### config.mk
export PLATFORM = sky130hd
export DESIGN_NAME = flash_seq_ctrl
export DESIGN_NICKNAME = d
export VERILOG_FILES = /design/src/rtl/flash_seq_pkg.sv /design/src/rtl/fsq_cmd_gen.sv /design/src/rtl/fsq_timer.sv /design/src/rtl/flash_seq_ctrl.sv
export SDC_FILE = /design/constraint.sdc
export NUM_CORES = 1
export LEC_CHECK = 0
export BUFFER_PORTS_ARGS = -buffer_cell sky130_fd_sc_hd__buf_2
export CAP_MARGIN = 0
export CORE_MARGIN = 2
export CORE_UTILIZATION = 58
export DETAILED_ROUTE_END_ITERATION = 7
export GPL_TIMING_DRIVEN = 0
export PLACE_DENSITY = 0.92
export SLEW_MARGIN = 40
export SYNTH_ARGS = -nofsm -noshare
export SYNTH_HDL_FRONTEND = slang
export SYNTH_HIERARCHICAL = 1
export SYNTH_SLANG_ARGS = --single-unit
export TNS_END_PERCENT = 30
### constraint.sdc
create_clock -name clk_i -period 3.05 [get_ports clk_i]
set_input_delay 0.305 -clock clk_i [delete_from_list [all_inputs] [get_ports clk_i]]
set_output_delay 0.305 -clock clk_i [all_outputs]
set_load 0.01 [all_outputs]
### src/rtl/flash_seq_pkg.sv
package flash_seq_pkg;
  typedef enum logic [1:0] {
    OP_PROG = 2'd0,
    OP_SECT = 2'd1,
    OP_BLK  = 2'd2,
    OP_CHIP = 2'd3
  } op_e;

  typedef enum logic [1:0] {
    ERR_NONE    = 2'd0,
    ERR_TIMEOUT = 2'd1,
    ERR_VERIFY  = 2'd2
  } err_e;

  typedef enum logic [3:0] {
    S_IDLE, S_CMD, S_P1, S_P2, S_PC, S_SET, S_V1, S_V2, S_VC
  } state_e;

  localparam logic [14:0] UNLOCK_A = 15'h5555;
  localparam logic [14:0] UNLOCK_B = 15'h2AAA;
endpackage

### src/rtl/fsq_cmd_gen.sv
module fsq_cmd_gen import flash_seq_pkg::*; #(
  parameter int AW = 18,
  parameter int DW = 16
) (
  input  op_e           op_i,
  input  logic [2:0]    step_i,
  input  logic [AW-1:0] tgt_addr_i,
  input  logic [DW-1:0] tgt_data_i,
  output logic [AW-1:0] addr_o,
  output logic [DW-1:0] data_o,
  output logic          last_o
);
  localparam logic [AW-1:0] ADDR_A = AW'(UNLOCK_A);
  localparam logic [AW-1:0] ADDR_B = AW'(UNLOCK_B);

  logic is_prog;
  assign is_prog = (op_i == OP_PROG);
  assign last_o  = is_prog ? (step_i == 3'd3) : (step_i == 3'd5);

  always_comb begin
    addr_o = ADDR_A;
    data_o = DW'(8'hAA);
    unique case (step_i)
      3'd0: ;
      3'd1: begin addr_o = ADDR_B; data_o = DW'(8'h55); end
      3'd2: data_o = is_prog ? DW'(8'hA0) : DW'(8'h80);
      3'd3: if (is_prog) begin addr_o = tgt_addr_i; data_o = tgt_data_i; end
      3'd4: begin addr_o = ADDR_B; data_o = DW'(8'h55); end
      default: begin
        // final erase opcode; chip erase stays on the unlock address
        if (op_i == OP_CHIP) data_o = DW'(8'h10);
        else begin
          addr_o = tgt_addr_i;
          data_o = (op_i == OP_SECT) ? DW'(8'h30) : DW'(8'h50);
        end
      end
    endcase
  end
endmodule

### src/rtl/fsq_timer.sv
module fsq_timer #(
  parameter int CW = 8
) (
  input  logic          clk_i,
  input  logic          rst_ni,
  input  logic          load_i,
  input  logic [CW-1:0] val_i,
  input  logic          dec_i,
  output logic          zero_o
);
  logic [CW-1:0] cnt_q;

  always_ff @(posedge clk_i or negedge rst_ni) begin
    if (!rst_ni)                      cnt_q <= '0;
    else if (load_i)                  cnt_q <= val_i;
    else if (dec_i && cnt_q != '0)    cnt_q <= cnt_q - 1'b1;
  end

  assign zero_o = (cnt_q == '0);

  a_r8_saturate: assert property (@(posedge clk_i) disable iff (!rst_ni)
    (zero_o && !load_i) |=> zero_o);
endmodule

### src/rtl/flash_seq_ctrl.sv
module flash_seq_ctrl import flash_seq_pkg::*; #(
  parameter int AW       = 18,
  parameter int DW       = 16,
  parameter int T_PROG   = 3200,
  parameter int T_ERASE  = 3200000,
  parameter int T_CHIP   = 12800000,
  parameter int T_SETTLE = 50
) (
  input  logic          clk_i,
  input  logic          rst_ni,
  input  logic          req_valid_i,
  input  logic [1:0]    req_op_i,
  input  logic [AW-1:0] req_addr_i,
  input  logic [DW-1:0] req_data_i,
  output logic          busy_o,
  output logic          done_o,
  output logic          err_o,
  output logic [1:0]    err_code_o,
  output logic          mem_req_o,
  output logic          mem_we_o,
  output logic [AW-1:0] mem_addr_o,
  output logic [DW-1:0] mem_wdata_o,
  input  logic [DW-1:0] mem_rdata_i
);
  localparam int T_A = (T_PROG > T_ERASE) ? T_PROG : T_ERASE;
  localparam int T_B = (T_A > T_CHIP) ? T_A : T_CHIP;
  localparam int T_M = (T_B > T_SETTLE) ? T_B : T_SETTLE;
  localparam int CW  = $clog2(T_M + 1);

  state_e        state_q;
  op_e           op_q;
  logic [AW-1:0] addr_q;
  logic [DW-1:0] data_q, rd1_q, expect_w;
  logic [2:0]    step_q;
  logic          busy_q, done_q, err_q;
  err_e          code_q;

  logic [AW-1:0] gen_addr;
  logic [DW-1:0] gen_data;
  logic          gen_last, stable_w;
  logic          tmr_load, tmr_dec, tmr_zero;
  logic [CW-1:0] tmr_val;

  fsq_cmd_gen #(.AW(AW), .DW(DW)) i_cmd_gen (
    .op_i(op_q), .step_i(step_q), .tgt_addr_i(addr_q), .tgt_data_i(data_q),
    .addr_o(gen_addr), .data_o(gen_data), .last_o(gen_last)
  );

  fsq_timer #(.CW(CW)) i_timer (
    .clk_i(clk_i), .rst_ni(rst_ni), .load_i(tmr_load), .val_i(tmr_val),
    .dec_i(tmr_dec), .zero_o(tmr_zero)
  );

  assign expect_w = (op_q == OP_PROG) ? data_q : '1;
  assign stable_w = (mem_rdata_i[6] == rd1_q[6]);

  // one counter: poll timeout first, then settle interval
  always_comb begin
    tmr_load = 1'b0;
    tmr_dec  = 1'b0;
    tmr_val  = '0;
    unique case (state_q)
      S_CMD: if (gen_last) begin
        tmr_load = 1'b1;
        unique case (op_q)
          OP_PROG: tmr_val = CW'(T_PROG);
          OP_CHIP: tmr_val = CW'(T_CHIP);
          default: tmr_val = CW'(T_ERASE);
        endcase
      end
      S_P1, S_P2, S_SET: tmr_dec = 1'b1;
      S_PC: if (stable_w) begin
        tmr_load = 1'b1;
        tmr_val  = CW'(T_SETTLE);
      end else tmr_dec = 1'b1;
      default: ;
    endcase
  end

  always_ff @(posedge clk_i or negedge rst_ni) begin
    if (!rst_ni) begin
      state_q <= S_IDLE;
      op_q    <= OP_PROG;
      addr_q  <= '0;
      data_q  <= '0;
      rd1_q   <= '0;
      step_q  <= '0;
      busy_q  <= 1'b0;
      done_q  <= 1'b0;
      err_q   <= 1'b0;
      code_q  <= ERR_NONE;
    end else begin
      done_q <= 1'b0;
      err_q  <= 1'b0;
      unique case (state_q)
        S_IDLE: if (req_valid_i) begin
          op_q    <= op_e'(req_op_i);
          addr_q  <= req_addr_i;
          data_q  <= req_data_i;
          step_q  <= '0;
          busy_q  <= 1'b1;
          code_q  <= ERR_NONE;
          state_q <= S_CMD;
        end
        S_CMD: begin
          if (gen_last) state_q <= S_P1;
          else          step_q  <= step_q + 3'd1;
        end
        S_P1: begin
          if (tmr_zero) begin
            state_q <= S_IDLE;
            busy_q  <= 1'b0;
            err_q   <= 1'b1;
            code_q  <= ERR_TIMEOUT;
          end else state_q <= S_P2;
        end
        S_P2: begin
          rd1_q   <= mem_rdata_i;
          state_q <= S_PC;
        end
        S_PC:  state_q <= stable_w ? S_SET : S_P1;
        S_SET: if (tmr_zero) state_q <= S_V1;
        S_V1:  state_q <= S_V2;
        S_V2: begin
          rd1_q   <= mem_rdata_i;
          state_q <= S_VC;
        end
        S_VC: begin
          state_q <= S_IDLE;
          busy_q  <= 1'b0;
          if (rd1_q == expect_w && mem_rdata_i == expect_w) done_q <= 1'b1;
          else begin
            err_q  <= 1'b1;
            code_q <= ERR_VERIFY;
          end
        end
        default: state_q <= S_IDLE;
      endcase
    end
  end

  assign mem_req_o   = state_q inside {S_CMD, S_P1, S_P2, S_V1, S_V2};
  assign mem_we_o    = (state_q == S_CMD);
  assign mem_addr_o  = mem_we_o ? gen_addr : addr_q;
  assign mem_wdata_o = mem_we_o ? gen_data : '0;
  assign busy_o      = busy_q;
  assign done_o      = done_q;
  assign err_o       = err_q;
  assign err_code_o  = code_q;

  a_r10_result_idle: assert property (@(posedge clk_i) disable iff (!rst_ni)
    (done_o || err_o) |-> !busy_o);
  a_r10_one_result: assert property (@(posedge clk_i) disable iff (!rst_ni)
    !(done_o && err_o));
  a_r9_accept_idle: assert property (@(posedge clk_i) disable iff (!rst_ni)
    (req_valid_i && !busy_o) |=> busy_o);
  a_r9_quiet_idle: assert property (@(posedge clk_i) disable iff (!rst_ni)
    !busy_o |-> !mem_req_o);
  a_r8_err_code: assert property (@(posedge clk_i) disable iff (!rst_ni)
    err_o |-> (err_code_o != ERR_NONE));
  a_r6_ok_code: assert property (@(posedge clk_i) disable iff (!rst_ni)
    done_o |-> (err_code_o == ERR_NONE));
  a_r5_settled: assert property (@(posedge clk_i) disable iff (!rst_ni)
    (state_q == S_V1) |-> tmr_zero);
endmodule

**Yosys cells after proc, flatten, opt, wreduce, memory -nomap -nowiden**

Cells that the tools add are included.
Widths: inputs -> output; s select.

- $add $sub $neg: 2
- Multipliers: 0
- Div/mod/pow operators: 0
- $lt $le $gt $ge: 0
- Equality and inequality tests: 24
- Shift operators: 0
- Muxes and demuxes: 44
- Bitwise logic cells: 0
- Reductions and logical operators: 20

Operators by type and width:

| cell | number |
|---|---|
| $pmux 24 s2 | 2 |
| $mux 24 | 3 |
| $mux 16 | 4 |
| $pmux 16 s4 | 1 |
| $mux 18 | 3 |
| $pmux 18 s3 | 1 |
| $eq 16x16->1 | 2 |
| $pmux 4 s8 | 1 |
| $logic_not 24->1 | 1 |
| $reduce_bool 24->1 | 1 |
| $sub 24x1->24 const B | 1 |
| $eq 4x3->1 const B | 4 |
| $mux 4 | 3 |
| $mux 6 | 2 |
| $mux 1 | 10 |
| $mux 3 | 3 |
| $reduce_and 3->1 | 3 |
| $eq 4x2->1 const B | 2 |
| $mux 2 | 4 |
| $mux 7 | 1 |
| $eq 3x2->1 const B | 2 |
| $eq 3x3->1 const B | 2 |
| $ne 2x1->1 const B | 3 |
| $ne 2x2->1 const B | 3 |
| other kinds (22) | 28 |

- Flip-flop bits (word level): 88
- Latch bits: 0
- Memory bits (writable): 0
- ROM bits: 0
- Bits of input ports: 55
- Output and inout bits: 41
- Word-level logic and storage cells: 101
- Memories: 0

**Logic depth before layout (Yosys ltp)**

Gate-level depths: netlist of the first run.

- Depth after elaboration: 6
- Mapped depth: 11
- Mapped depth without buffers: 11

**Modules after synthesis**

The synthesis of the first run kept the hierarchy.

Modules (own cells, without submodules):

| module | times used | cells each | area each (sq um) |
|---|---|---|---|
| flash_seq_ctrl | 1 | 435 | 3,804.9 |
| fsq_timer | 1 | 162 | 1,562.7 |
| fsq_cmd_gen | 1 | 74 | 523.0 |

**Least setup slack after synthesis of the first run**

OpenSTA, ideal clock, no wires.

- Kind: flip-flop to flip-flop
- From: reg i_timer.cnt_q[16]
- To: reg code_q[1] (netlist: err_code_o[1])
- Setup time: 119 ps
- Arrival time: 2,370 ps
- Setup slack: 561 ps
- Stages on the path, launching flop included: 10
- Path buffers: 0
- Cell sequence: dfrtp_1 > or4_4 > nor4_4 > nand3_1 > inv_1 > inv_1 > o21ai_0 > o311ai_0 > o21ai_0 > a21bo_1

- Cells in the longest elaborated chain, start to end: 3

Ends and longest elaborated chain:

| element | line | source |
|---|---|---|
| from (decl) | fsq_timer.sv:11 | `logic [CW-1:0] cnt_q;` |
| from (signal assigned) | fsq_timer.sv:15 | `else if (load_i) cnt_q <= val_i;` |
| from (signal assigned) | fsq_timer.sv:16 | `else if (dec_i && cnt_q != '0) cnt_q <= cnt_q - 1'b1;` |
| $logic_not 24->1 | fsq_timer.sv:19 | `assign zero_o = (cnt_q == '0);` |
| via tmr_zero | flash_seq_ctrl.sv:41 | `logic tmr_load, tmr_dec, tmr_zero;` |
| $ne 2x1->1 (no source line) | - |  |
| $reduce_and 4->1 (no source line) | - |  |
| to (signal assigned) | flash_seq_ctrl.sv:91 | `code_q <= ERR_NONE;` |
| to (signal assigned) | flash_seq_ctrl.sv:102 | `code_q <= ERR_NONE;` |
| to (signal assigned) | flash_seq_ctrl.sv:114 | `code_q <= ERR_TIMEOUT;` |
| to (decl) | flash_seq_ctrl.sv:36 | `err_e code_q;` |

The timed path passes the listed nets, and every way through them passes these cells.
A chain may end at the register's enable or synchronous reset.

**Final worst setup path of the first run**

- From: reg state_q[2]
- To: out mem_wdata_o[7]

- Cells in the longest elaborated chain, start to end: 2

Ends and longest elaborated chain:

| element | line | source |
|---|---|---|
| from (decl) | flash_seq_ctrl.sv:30 | `state_e state_q;` |
| from (signal assigned) | flash_seq_ctrl.sv:121 | `S_PC: state_q <= stable_w ? S_SET : S_P1;` |
| $eq 4x1->1 | flash_seq_ctrl.sv:143 | `assign mem_we_o = (state_q == S_CMD);` |
| $mux 16 | flash_seq_ctrl.sv:145 | `assign mem_wdata_o = mem_we_o ? gen_data : '0;` |
| to (decl) | flash_seq_ctrl.sv:22 | `output logic [DW-1:0] mem_wdata_o,` |

Every way passes these cells.

==> reports/qor.yml, run 1 <==
logic_synthesis:
  syn_area_per_cell_um2: 8.78
  ys_ff_latch: 88
  yosysTopAreaCellShare: 0.374
  synth_top_area_cell: "dfrtp_1"
  yosys_most_used_dff: "dfrtp_1"
  yosys_warnings: 6
  yosysUniqueCellTypes: 82
  syn_inst: 671
  async_reset_ff_frac: 1.00
  syn_area_um2: 5890
  synth_area_leaders: "dfrtp_1 (37%), nand2_1 (9.9%), mux2_2 (7.5%)"
  synth_edf_count: 0
  yosysSeqAreaShare: 0.374
sta:
  finalHoldViolCount: 0
  rsz0062_at_grt: "no"
  timing.hold.ws_ns: 0.122
  tightestPinTransition_ns: 0.917
  finalSetupViolCount: 0
  skew_ns: 0.00454
  period_minus_slack_ns: 2.97
  max_slew_margin: 0.383
  timing.fmax_mhz: 337
  finalCritPeriodShare: 0.974
  slew_violations: 0
  fin_setup_tns_ns: 0
layout:
  drive_gt1_frac: 0.247
  nFillCells: 763
  final_common_cell: "nand2_1"
  multi_input_area_um2: 3500
  syn_to_final_growth_pct: 15.4
  fin_nets: 849
  n_antenna_cell: 0
  final_cell_mix: "nand2_1 (156), buf_2 (101), dfrtp_1 (88)"
  final-seq-area_um2: 2200
worst_setup_path:
  worst_ep_required_time_ns: 2.74
  slowest_delay_ns: 0.47
  ff2ff_setup_slack_ns: 0.21
  reg2reg_from: "op_q[0]$_DFFE_PN0P_"
  worst-path-max-fanout: 10
  worstSetupEndpointType: "output pin"
  critPathKind: "register to output pin"
  cp_slowest_cell: "clkbuf_1"
  start_kind: "register"
  cp.arrival_ns: 2.67
  path_cells: "buf_2 -> nor2_1 -> and3_1 -> buf_2 -> clkbuf_1 -> and2_1 -> buf_2"
  cpMostUsedCell: "buf_2"
  startpoint: "state_q[2]$_DFFE_PN0P_"
detailed_routing:
  antenna_left: 0
  via_per_inst: 6.15
  drt_drc_violations_left: 0
  wl_per_cell_um: 17.8
  firstDrtPassIters: 6
  vias: 5681
  drt-initial-drc-count: 493
  routed_wirelength_um: 16500
floorplanning:
  die_h_um: 105
  dieArea_um2: 11000
  ioPinCount: 96
  dieWidth_um: 105
  num_rows: 36
  initial_core_util: 0.600
  core_um2: 9820
global_routing:
  antenna_found_initial: 0
  grt_usage: 0.306
  grt_max_degree: 48
  grt-ovfl-total: 0
  grt_first_pass_wirelength_um: 27100
  grt_pass1_vias: 5619
run:
  max_cap_violations: 0
power_and_ir_drop:
  p_leak_nw: 3.18
  peakVddDrop_uv: 679
  p_per_area_nw_per_um2: 1130
clock_tree:
  htree_levels: 3
  clk_pin_slew_ns: 0.08
  cts_buffer_depth: 2
  cts_tree: "yes"
  clk_latency_ns: 0.37
  cts_made_buffers: 9
  clockRootBuffer: "clkbuf_8"
  clkSinkCount: 88
placement:
  gp_congestion: 0.962
  dp_hpwl_um: 11800
  portBuffers: 95
outcome:
  outcome: "finished clean"
min_path:
  worstHoldStart: "req_addr_i[17]"
  hp-class: "input pin to register"
==> final cells by class <==
cell class / instances / area share
inverters: 15 / 0.00829
flip-flops and latches: 88 / 0.324
repair buffers: 97 / 0.0753
multi-input cells: 541 / 0.514
plain buffers: 35 / 0.0289
clock buffers: 15 / 0.0245
well taps: 133 / 0.0245
==> per-layer routing <==
metal | track usage | vias to the layer above | share of wire
met4 | 0.166 | 0 | 0.036
met3 | 0.0399 | 65 | 0.079
met2 | 0.493 | 286 | 0.49
met1 | 0.400 | 2755 | 0.39
met5 | 0 | - | 0
li1 | - | 2575 | -
==> synth_stat cells (8+ instances only) <==
cell	instances
inv_1	13
a21oi_1	26
o21ai_0	30
mux2_2	39
nand2_1	156
nor4_1	10
a21o_1	8
and3_1	10
nand3_1	9
and2_1	26
nor2_1	27
xnor2_1	9
dfrtp_1	88
nand3b_1	11
a31oi_1	15
o21a_1	8
nand2b_1	10
xor2_1	20
clkbuf_1	18
==> registers in the layout, summed over array words and instances (netlist names), 2 cells and up <==
| name | cells |
|---|---|
| i_timer/cnt_q | 24 |
| addr_q | 18 |
| data_q | 16 |
| rd1_q | 16 |
| state_q | 4 |
| step_q | 3 |
| err_code_o | 2 |
| op_q | 2 |
==> per-stage QoR <==
step                      utilization  area (um2)  total power (W)  setup WS [ns]  instances
after global placement          0.668        6560          0.00649          0.171        907
after detailed placement        0.672        6600          0.00681         0.0832        908
after global routing            0.692        6800          0.00824         0.0454        924
after floorplan                     -        5920          0.00543          0.561        679
after CTS                       0.690        6770          0.00760          0.114        924
final                           0.692        6800          0.00771         0.0798        924
==> critical path, delay by kind of cell, from the launching register on <==
family | cells | cell delay [ns]
simple gates | 3 | 0.85
buf+inv | 4 | 1.09
flops | 1 | 0.36
==> path summary, 6_finish.rpt <==
kind,depth (start not counted),to
worst max-delay path,7,mem_wdata_o[7]
worst max register to register,11,i_timer/cnt_q[23]$_DFFE_PN0P_
max in group asynchronous,3,rd1_q[11]$_DFFE_PN0P_
worst min-delay path,3,addr_q[17]$_DFFE_PN0P_
worst min register to register,2,busy_o$_DFFE_PN0P_
min in group asynchronous,2,i_timer/cnt_q[5]$_DFFE_PN0P_
==> logic make-up after synthesis <==
family                   Yosys count  synth area share
flip-flops                        88             0.374
XOR/XNOR                          30            0.0459
adder cells (fa/ha/maj)            7            0.0149
other                              1          0.000637
multiplexers                      40            0.0763
AO/OA/AOI/OAI                    138             0.163
AND/OR/NAND/NOR                  317             0.283
buffers and inverters             50            0.0429
==> power breakdown <==
part | internal, W | switching, W
logic | 0.00204 | 0.00260
registers | 0.00169 | 0.000626
clock network | 0.000339 | 0.000415
==> timing repair <==
action / in CTS / in global routing
setup endpoints to repair: 0 / 3
gates resized for setup: 0 / 4
setup buffers: 0 / 0
hold buffers: 1 / 0
hold endpoints to repair: 46 / 0
No activity file was read; power rests on OpenSTA's default activity.
==> inputs of run 2 (changes only) <==
Settings changed: SKIP_CTS_REPAIR_TIMING from default to 1.
Clock period 3.05 ns to 3.2 ns, I/O delays scaled along.
==> run 2 against run 1 <==
Non-clock buffer count unchanged. Wire length about the same. Via count increased by 0.12%. Cell area decreased by 0.13%. Sequential share of layout area about the same.
==> reports/qor.yml, run 2 (synthesis results as in run 1) <==
detailed_routing:
  antenna_left: 0  # unchanged
  wl_met2_um: 8020  # -1.0%
  via_per_inst: 6.16  # +0.12%
  routed_wirelength_um: 16500  # about the same
  drt_drc_violations_left: 0  # unchanged
  vias: 5688  # +0.12%
  top_layer: "met4"
  wl_met1_um: 6460  # about the same
  wl_met3_um: 1320  # +1.9%
  firstDrtPassIters: 5  # -1
  wl_per_cell_um: 17.8  # about the same
  drt-initial-drc-count: 524  # +6.3%
layout:
  multi_input_area_um2: 3490  # -0.25%
  syn_to_final_growth_pct: 15.2
  drive_gt1_frac: 0.247  # unchanged
  top_regs: "i_timer/cnt_q (24), addr_q (18)"
  n_antenna_cell: 0  # unchanged
  final_cell_mix: "nand2_1 (156), buf_2 (101), dfrtp_1 (88)"
  nFillCells: 763  # unchanged
  top_register: "i_timer/cnt_q"
  final-seq-area_um2: 2200  # unchanged
  largest_reg_flops: 24  # unchanged
  fin_nets: 849  # unchanged
  final_common_cell: "nand2_1"
floorplanning:
  ioPinCount: 96  # unchanged
  die_h_um: 105  # unchanged
  dieArea_um2: 11000  # unchanged
  initial_core_util: 0.600  # unchanged
  num_rows: 36  # unchanged
  dieWidth_um: 105  # unchanged
  core_um2: 9820  # unchanged
power_and_ir_drop:
  p_int_w: 0.00388  # -4.7%
  p_per_area_nw_per_um2: 1080  # -4.7%
  seqPwrFrac: 0.301  # about the same
  clkPwrFrac: 0.098  # about the same
  swShare: 0.471  # -0.000476
  p_leak_nw: 3.18  # -0.17%
  peakVddDrop_uv: 647  # -4.8%
  p_comb_frac: 0.601  # about the same
  p_sw_w: 0.00346  # -4.9%
sta:
  finalSetupViolCount: 0  # unchanged
  max_slew_margin: 0.381  # -0.00226
  rsz0062_at_grt: "no"
  finalHoldViolCount: 0  # unchanged
  period_minus_slack_ns: 2.99
  timing.hold.ws_ns: 0.135  # +0.0127 ns
  fin_setup_tns_ns: 0  # unchanged
  finalCritPeriodShare: 0.936
  tightestPinTransition_ns: 0.920  # +0.00335 ns
  skew_ns: 0.00328  # -0.00126 ns
  slew_violations: 0  # unchanged
  timing.fmax_mhz: 334
worst_setup_path:
  cp.arrival_ns: 2.67  # about the same
  critPathKind: "register to output pin"
  path_cells: "buf_2 -> nor2_1 -> and3_1 -> buf_2 -> clkbuf_1 -> and2_1 -> buf_2"
  cp_slowest_cell: "clkbuf_1"
  worst-path-max-fanout: 10  # unchanged
  cpMostUsedCell: "buf_2"
  reg2reg_from: "i_timer/cnt_q[16]$_DFFE_PN0P_"
  worstSetupEndpointType: "output pin"
  start_kind: "register"
  worst_ep_required_time_ns: 2.88  # +0.14 ns
  slowest_delay_ns: 0.47  # about the same
  startpoint: "state_q[2]$_DFFE_PN0P_"
global_routing:
  grt_usage: 0.306  # unchanged
  antenna_found_initial: 0  # unchanged
  grt_max_degree: 48  # unchanged
  grt_pass1_vias: 5619  # unchanged
  grt_first_pass_wirelength_um: 27100  # unchanged
  grt-ovfl-total: 0  # unchanged
clock_tree:
  clk_latency_ns: 0.37  # about the same
  htree_levels: 3  # unchanged
  clk_pin_slew_ns: 0.08  # about the same
  cts_made_buffers: 9  # unchanged
  cts_tree: "yes"
  clkSinkCount: 88  # unchanged
  cts_buffer_depth: 2  # unchanged
  clockRootBuffer: "clkbuf_8"
placement:
  gp_congestion: 0.962  # unchanged
  portBuffers: 95  # unchanged
  dp_hpwl_um: 11800  # unchanged
outcome:
  outcome: "finished clean"
min_path:
  hp-class: "input pin to register"
  worstHoldStart: "req_addr_i[17]"
run:
  max_cap_violations: 0  # unchanged
[run 2: final timing paths]
check | to | slack (ns) | depth (start not counted)
hold / removal | addr_q[17]$_DFFE_PN0P_ | 0.14 | 3
min in group asynchronous | i_timer/cnt_q[5]$_DFFE_PN0P_ | 0.46 | 2
hold reg to reg | busy_o$_DFFE_PN0P_ | 0.51 | 2
max in group asynchronous | rd1_q[5]$_DFFE_PN0P_ | 2.16 | 3
setup reg to reg | err_code_o[1]$_DFFE_PN0P_ | 0.33 | 9
setup / recovery | mem_wdata_o[7] | 0.21 | 7
[run 2: per-layer routing]
metal | vias up | track usage
met5 | - | 0
met4 | 0 | 0.166
met3 | 75 | 0.0405
met2 | 324 | 0.493
met1 | 2718 | 0.400
li1 | 2571 | -
[run 2: layout make-up]
cell class,count,area share
multi-input combinational,541,0.514
timing repair buffer,97,0.0754
sequential,88,0.324
tap,133,0.0245
clock buffer,15,0.0245
inverter,15,0.00830
buffer,35,0.0289
[run 2: through the flow]
stage	instances	cell area [um2]	power, W	worst slack [ns]	util
after floorplan	679	5920	0.00517	0.711	-
after global placement	907	6560	0.00619	0.321	0.668
after detailed placement	908	6600	0.00649	0.218	0.672
after CTS	923	6760	0.00724	0.264	0.689
after global routing	924	6790	0.00784	0.0700	0.691
final	924	6790	0.00734	0.206	0.691
[run 2: worst max-delay path, delay by kind of cell (launching register included)]
kind,cells,cell delay [ns]
simple gates,3,0.85
buf+inv,4,1.09
flops,1,0.36
[run 2: power by group through the flow]
stage | sequential (W) | clock (W) | combinational, W
floorplan | 0.00203 | 0 | 0.00314
global placement | 0.00212 | 0 | 0.00407
detailed placement | 0.00219 | 0 | 0.00430
CTS | 0.00217 | 0.000723 | 0.00434
global route | 0.00227 | 0.000763 | 0.00480
finish | 0.00221 | 0.000723 | 0.00441
